===== src/rtl/ivt_pkg.sv =====
package ivt_pkg;
    // Byte lane width of the register port.
    localparam int LANE_W = 8;
    // Spacing between register offsets, in bytes.
    localparam int STRIDE = 4;
    // Data value that makes a capture write valid.
    localparam logic [LANE_W-1:0] CAPTURE_KEY = 8'h01;

    // Offset of the start register, which follows the staging lanes.
    function automatic int go_offset(input int nbytes);
        return STRIDE * nbytes;
    endfunction

    // Offset of the capture register, which follows the start register.
    function automatic int cap_offset(input int nbytes);
        return STRIDE * nbytes + STRIDE;
    endfunction
endpackage


===== src/rtl/ivt_decode.sv =====
// Register-port write decoder.
// Turns one write into a per-lane staging enable, a start strobe or a
// capture strobe. A capture strobe is raised only when the data byte equals
// the capture key. Offsets that match no register produce no strobe.
// Assumes at most one write per cycle.
module ivt_decode
    import ivt_pkg::*;
#(
    parameter int NBYTES = 2,
    parameter int ADDR_W = 4
) (
    input  logic              bus_wr,
    input  logic [ADDR_W-1:0] bus_addr,
    input  logic [LANE_W-1:0] bus_wdata,
    output logic [NBYTES-1:0] lane_we,
    output logic              go_stb,
    output logic              cap_stb
);
    localparam logic [ADDR_W-1:0] GO_ADDR  = ADDR_W'(go_offset(NBYTES));
    localparam logic [ADDR_W-1:0] CAP_ADDR = ADDR_W'(cap_offset(NBYTES));

    genvar i;
    generate
        for (i = 0; i < NBYTES; i++) begin : g_lane
            // Enable for staging lane i.
            assign lane_we[i] = bus_wr && (bus_addr == ADDR_W'(STRIDE * i));
        end
    endgenerate

    // Start strobe; the data byte is ignored.
    assign go_stb  = bus_wr && (bus_addr == GO_ADDR);
    // Capture strobe; only the key value counts.
    assign cap_stb = bus_wr && (bus_addr == CAP_ADDR) && (bus_wdata == CAPTURE_KEY);
endmodule


===== src/rtl/ivt_stage.sv =====
// Staging register for the reload count, written one byte lane at a time.
// Its value is used both by a start write and by each periodic reload.
// Assumes CNT_W is NBYTES * LANE_W.
module ivt_stage
    import ivt_pkg::*;
#(
    parameter int NBYTES = 2,
    localparam int CNT_W = NBYTES * LANE_W
) (
    input  logic              clk,
    input  logic              rst_n,
    input  logic [NBYTES-1:0] lane_we,
    input  logic [LANE_W-1:0] wdata,
    output logic [CNT_W-1:0]  stage_q
);
    genvar i;
    generate
        for (i = 0; i < NBYTES; i++) begin : g_byte
            // Hold one staged byte; cleared by reset.
            always_ff @(posedge clk) begin
                if (!rst_n)
                    stage_q[i*LANE_W +: LANE_W] <= '0;
                else if (lane_we[i])
                    stage_q[i*LANE_W +: LANE_W] <= wdata;
            end
        end
    endgenerate
endmodule


===== src/rtl/ivt_counter.sv =====
// Running down-counter with auto-reload.
// Stays idle until the first start strobe. Once armed, each tick steps the
// count down. A tick on a count of 1 or 0 reloads from the staged value and
// raises a registered pulse for the next cycle. A start strobe overrides a
// tick on the same edge.
module ivt_counter #(
    parameter int CNT_W = 16
) (
    input  logic             clk,
    input  logic             rst_n,
    input  logic             tick,
    input  logic             go_stb,
    input  logic [CNT_W-1:0] stage_q,
    output logic [CNT_W-1:0] cnt_q,
    output logic             armed_q,
    output logic             zero_pulse
);
    logic at_end;

    // End of period: the next tick would reach zero, or the count is already there.
    assign at_end = (cnt_q <= CNT_W'(1));

    // Update the count, the armed flag and the reload pulse.
    always_ff @(posedge clk) begin
        if (!rst_n) begin
            cnt_q      <= '0;
            armed_q    <= 1'b0;
            zero_pulse <= 1'b0;
        end else begin
            zero_pulse <= 1'b0;
            if (go_stb) begin
                cnt_q   <= stage_q;
                armed_q <= 1'b1;
            end else if (armed_q && tick) begin
                if (at_end) begin
                    cnt_q      <= stage_q;
                    zero_pulse <= 1'b1;
                end else begin
                    cnt_q <= cnt_q - CNT_W'(1);
                end
            end
        end
    end
endmodule


===== src/rtl/ivt_snapshot.sv =====
// Snapshot register and read-back multiplexer.
// A capture strobe copies the running count. Reads at the staging lane
// offsets return the matching snapshot byte; all other offsets read zero.
// Assumes a combinational read path.
module ivt_snapshot
    import ivt_pkg::*;
#(
    parameter int NBYTES = 2,
    parameter int ADDR_W = 4,
    localparam int CNT_W = NBYTES * LANE_W
) (
    input  logic              clk,
    input  logic              rst_n,
    input  logic              cap_stb,
    input  logic [CNT_W-1:0]  cnt_q,
    input  logic [ADDR_W-1:0] bus_addr,
    output logic [CNT_W-1:0]  snap_q,
    output logic [LANE_W-1:0] bus_rdata
);
    logic [NBYTES-1:0][LANE_W-1:0] lane_rd;

    // Capture the running count on command.
    always_ff @(posedge clk) begin
        if (!rst_n)
            snap_q <= '0;
        else if (cap_stb)
            snap_q <= cnt_q;
    end

    genvar i;
    generate
        for (i = 0; i < NBYTES; i++) begin : g_rd
            // Gate snapshot byte i onto the read path when its offset is selected.
            assign lane_rd[i] = (bus_addr == ADDR_W'(STRIDE * i)) ?
                                snap_q[i*LANE_W +: LANE_W] : '0;
        end
    endgenerate

    // OR the gated lanes together; at most one lane is non-zero.
    always_comb begin
        bus_rdata = '0;
        for (int k = 0; k < NBYTES; k++)
            bus_rdata = bus_rdata | lane_rd[k];
    end
endmodule


===== src/rtl/ivt_top.sv =====
// Snapshot-read interval timer, top level.
// Connects the write decoder, the staging register, the running counter and
// the snapshot path. Assumes CNT_W is a whole number of bytes.
module ivt_top
    import ivt_pkg::*;
#(
    parameter int CNT_W = 16,
    localparam int NBYTES = CNT_W / LANE_W,
    localparam int ADDR_W = $clog2(STRIDE * NBYTES + 2 * STRIDE)
) (
    input  logic              clk,
    input  logic              rst_n,
    input  logic              tick,
    input  logic              bus_wr,
    input  logic [ADDR_W-1:0] bus_addr,
    input  logic [LANE_W-1:0] bus_wdata,
    output logic [LANE_W-1:0] bus_rdata,
    output logic              zero_pulse
);
    logic [NBYTES-1:0] lane_we;
    logic              go_stb;
    logic              cap_stb;
    logic [CNT_W-1:0]  stage_q;
    logic [CNT_W-1:0]  cnt_q;
    logic [CNT_W-1:0]  snap_q;
    logic              armed_q;

    ivt_decode #(.NBYTES(NBYTES), .ADDR_W(ADDR_W)) u_dec (
        .bus_wr    (bus_wr),
        .bus_addr  (bus_addr),
        .bus_wdata (bus_wdata),
        .lane_we   (lane_we),
        .go_stb    (go_stb),
        .cap_stb   (cap_stb)
    );

    ivt_stage #(.NBYTES(NBYTES)) u_stage (
        .clk     (clk),
        .rst_n   (rst_n),
        .lane_we (lane_we),
        .wdata   (bus_wdata),
        .stage_q (stage_q)
    );

    ivt_counter #(.CNT_W(CNT_W)) u_cnt (
        .clk        (clk),
        .rst_n      (rst_n),
        .tick       (tick),
        .go_stb     (go_stb),
        .stage_q    (stage_q),
        .cnt_q      (cnt_q),
        .armed_q    (armed_q),
        .zero_pulse (zero_pulse)
    );

    ivt_snapshot #(.NBYTES(NBYTES), .ADDR_W(ADDR_W)) u_snap (
        .clk       (clk),
        .rst_n     (rst_n),
        .cap_stb   (cap_stb),
        .cnt_q     (cnt_q),
        .bus_addr  (bus_addr),
        .snap_q    (snap_q),
        .bus_rdata (bus_rdata)
    );
endmodule


===== config.mk =====
export PLATFORM = sky130hd
export DESIGN_NAME = ivt_top
export DESIGN_NICKNAME = d
export VERILOG_FILES = /design/src/rtl/ivt_pkg.sv /design/src/rtl/ivt_decode.sv /design/src/rtl/ivt_stage.sv /design/src/rtl/ivt_counter.sv /design/src/rtl/ivt_snapshot.sv /design/src/rtl/ivt_top.sv
export SDC_FILE = /design/constraint.sdc
export NUM_CORES = 1
export LEC_CHECK = 0
export ABC_AREA = 0
export BUFFER_PORTS_ARGS = -buffer_cell sky130_fd_sc_hd__buf_2
export CAP_MARGIN = 25
export CORE_MARGIN = 8
export CORE_UTILIZATION = 59
export DETAILED_ROUTE_END_ITERATION = 12
export GPL_TIMING_DRIVEN = 0
export MAX_ROUTING_LAYER = met4
export PLACE_DENSITY_LB_ADDON = 0.12
export RECOVER_POWER = 50
export SLEW_MARGIN = 20
export SYNTH_ARGS = -nofsm -noshare
export SYNTH_HDL_FRONTEND = slang
export SYNTH_HIERARCHICAL = 1
export SYNTH_SLANG_ARGS = --single-unit

===== constraint.sdc =====
create_clock -name clk -period 2.6 [get_ports clk]
set_input_delay 0.65 -clock clk [delete_from_list [all_inputs] [get_ports clk]]
set_output_delay 0.65 -clock clk [all_outputs]
set_load 0.02 [all_outputs]

==> flow_metrics.tcl <==
set metrics [dict create \
    cap_violations 0 \
    crit_chain "or4_4 > nand2b_4 > o41ai_4 > buf_6 > nand2_4 > o311ai_0 > a21oi_1" \
    antenna_found_initial 0 \
    leakagePower_nw 1.05 \
    first_pass_iters 5 \
    syn_inst 278 \
    initial_utilization_pct 60.4 \
    drv_slew 0 \
    wl_per_cell_um 16.1 \
    r2r_setup_slack_ns 0.25 \
    grt_overflow_total 0 \
    htree_levels 2 \
    die_h_um 82.3 \
    cts_buffer_depth 2 \
    cp_max_fo 10 \
    drc 0 \
    finalSetupViolCount 0 \
    power.density_nw_per_um2 681 \
    antenna_cells 0 \
    synth_area_um2 2590 \
    finalWirelength_um 5820 \
    cts.sink_count 50 \
    ioPinCount 25 \
    syn_nets 296 \
    cp_num_buf_inv 1 \
    synth.area.mux_share_pct 16.2 \
    area_growth_pct 11.3 \
    vias 2157 \
    rsz0062_at_grt "no" \
    core-area_um2 4290 \
    synth_cell_types 53 \
    grt_pass1_wl_um 9850 \
    cts_buffers 5 \
    switching_power_mw 0.578 \
    finalHoldViolations 0 \
    finalClockSkew_ns 0.00810 \
    cts_tree "done" \
    synth-adder-area-share_pct 0.964 \
    clkPwrFrac_pct 34.0 \
    die_w_um 82.3 \
    syn_area_per_cell_um2 9.33 \
    gp_congestion 0.937 \
    start_kind "register" \
    multi_input_area_um2 1460 \
    clk_pin_slew_ns 0.09 \
    timing.slew.headroom_pct 61.5 \
    slowest_delay_ns 0.56 \
    rows 24 \
    cp_slowest_cell "o41ai_4" \
    die_area_um2 6780 \
    yosysWarnings 6 \
    synthSimpleGateAreaFrac_pct 27.4 \
    switching_share_pct 29.4 \
    placed_cell_area_um2 2780 \
    ys_ff_latch 50 \
    post_cts_buffers 0 \
    synth_compound_gate_area_share_pct 11.5 \
    internal_power_mw 1.39 \
    synth_top_family_by_area "simple AND/OR/NAND/NOR gates" \
    clock.fmax_mhz 426 \
    grt_usage_pct 19.2 \
    insertion_delay_ns 0.31 \
    cp-end-kind "register" \
    route.detailed.vias_per_inst 5.96 \
    drt_iter0_drc 288 \
    period_minus_slack_ns 2.35 \
    ys_seq_area_share_pct 38.6 \
    async_flop_share_pct 0 \
    crit_type "reg -> reg" \
    irDropWorstVdd_uv 418 \
    layout-drive-gt1-share_pct 15.8 \
    pwr-share-seq_pct 41.1 \
    hpwl_um 4450 \
    hold_path_class "reg -> reg" \
    worst_slack_ns 0.254 \
    nNetsFinal 327 \
    grt_max_degree 16 \
    pwr-share-comb_pct 24.8 \
    crit_arrival_ns 2.52 \
    clk_root_buffer_cell "clkbuf_8" \
    synth-edff-count 0 \
    cpLargestDelayFamily "simple AND/OR/NAND/NOR gates" \
    grt_pass1_vias 2041 \
    ant_nets 0 \
    tightestPinTransition_ns 0.578 \
    status "completed" \
    regArea_um2 1000 \
    period_share_pct 90.2 \
    worst_ep_required_time_ns 2.77 \
    stdcell_area_um2 2890 \
    fill_cells 371 \
    synth-xor-area-share_pct 0.338 \
    ys.flop_type "dfxtp_1" \
    port_buffers 24 \
    dp_slack_ns -0.164 \
]
[cells in the mapped netlist, types with 3 or more instances]
cell type | count | area (µm²)
nor3_1 | 8 | 40.0
buf_6 | 6 | 67.6
clkbuf_1 | 6 | 22.5
nor2b_1 | 33 | 206
o21ai_1 | 3 | 15.0
o21ai_0 | 3 | 15.0
nor2_1 | 25 | 93.8
buf_2 | 3 | 15.0
a21oi_1 | 10 | 50.1
mux2i_1 | 42 | 420
nand3_1 | 6 | 30.0
inv_1 | 5 | 18.8
dfxtp_1 | 50 | 1000
nand2_1 | 22 | 82.6
a32oi_1 | 3 | 26.3
nor4_1 | 3 | 18.8
a31oi_1 | 5 | 31.3
[sequential cells by signal, summed over array words and instances (netlist names)]
signal	flops
u_cnt/zero_pulse	1
u_cnt/cnt_q	16
u_snap/snap_q	16
u_cnt/armed_q	1
u_stage/stage_q	16
[power groups by stage]
stage | Clock, mW | Combinational, mW | Sequential [mW]
floorplan | 0 | 0.373 | 0.819
global placement | 0 | 0.477 | 0.827
detailed placement | 0 | 0.478 | 0.827
CTS | 0.675 | 0.479 | 0.809
global route | 0.707 | 0.520 | 0.815
finish | 0.669 | 0.489 | 0.810
[tightest hold or removal path: stages, from the launching register on]
cell and delay [ns]:
dfxtp_1 0.33, nand3_1 0.06, o31ai_1 0.06
[logic make-up after synthesis]
group,after synthesis
multiplexers,42
buffers and inverters,21
adder cells (fa/ha/maj),2
flip-flops,50
AO/OA/AOI/OAI,40
XOR/XNOR,1
AND/OR/NAND/NOR,122
[metal layers]
layer / track usage, % / routed length, µm / vias up / part of all wire, %
li1: - / - / 1055 / -
met1: 24.1 / 2570 / 989 / 44
met2: 30.2 / 2650 / 97 / 45
met3: 3.25 / 479 / 16 / 8.2
met4: 6.84 / 122 / 0 / 2.1
met5: - / 0 / - / 0
[cell type report]
class,instances,area share [%]
Buffer,16,3.08
Clock buffer,6,2.86
Clock inverter,2,2.08
Inverter,5,0.650
Multi-Input combinational cell,207,50.4
Sequential cell,50,34.7
Tap cell,52,2.25
Timing Repair Buffer,24,4.03
[metrics by stage]
stage	util [%]	instances	TNS [ns]	power (mW)	hold slack, ns
6_report	67.2	362	0	1.97	0.495
5_1_grt	67.2	362	0	2.04	0.508
4_1_cts	68.1	362	0	1.96	0.494
3_5_place_dp	64.7	354	-0.409	1.31	0.479
3_3_place_gp	64.7	354	-0.450	1.30	0.468
2_1_floorplan	-	278	0	1.19	0.445
[cell usage in the layout, fill, tap and decap left out, types with 3 or more instances in the layout]
cell,instances
a31oi_1,5
a21oi_1,10
inv_1,5
buf_2,24
o21ai_1,3
clkbuf_8,6
nor4_1,3
dfxtp_1,50
nor3_1,8
clkbuf_1,11
o21ai_0,3
nor2_1,25
mux2i_1,42
a32oi_1,3
nand2_1,22
nor2b_1,33
nand2b_1,3
buf_6,3
nand3_1,6
[worst paths after layout]
path	from	end	depth (start not counted)
max reg2reg	u_cnt/cnt_q[9]	u_cnt/cnt_q[11]	7
max	u_cnt/cnt_q[9]	u_cnt/cnt_q[11]	7
min reg2reg	u_stage/stage_q[14]	u_cnt/cnt_q[14]	2
min	u_stage/stage_q[14]	u_cnt/cnt_q[14]	2
[timing repair]
| item | 4_1_cts | 5_1_grt |
|---|---|---|
| setup endpoints to repair | 0 | 2 |
| hold endpoints to repair | 0 | 0 |
| resized for setup | 0 | 2 |
| hold buffers | 0 | 0 |
No activity file was read; power rests on OpenSTA's default activity.
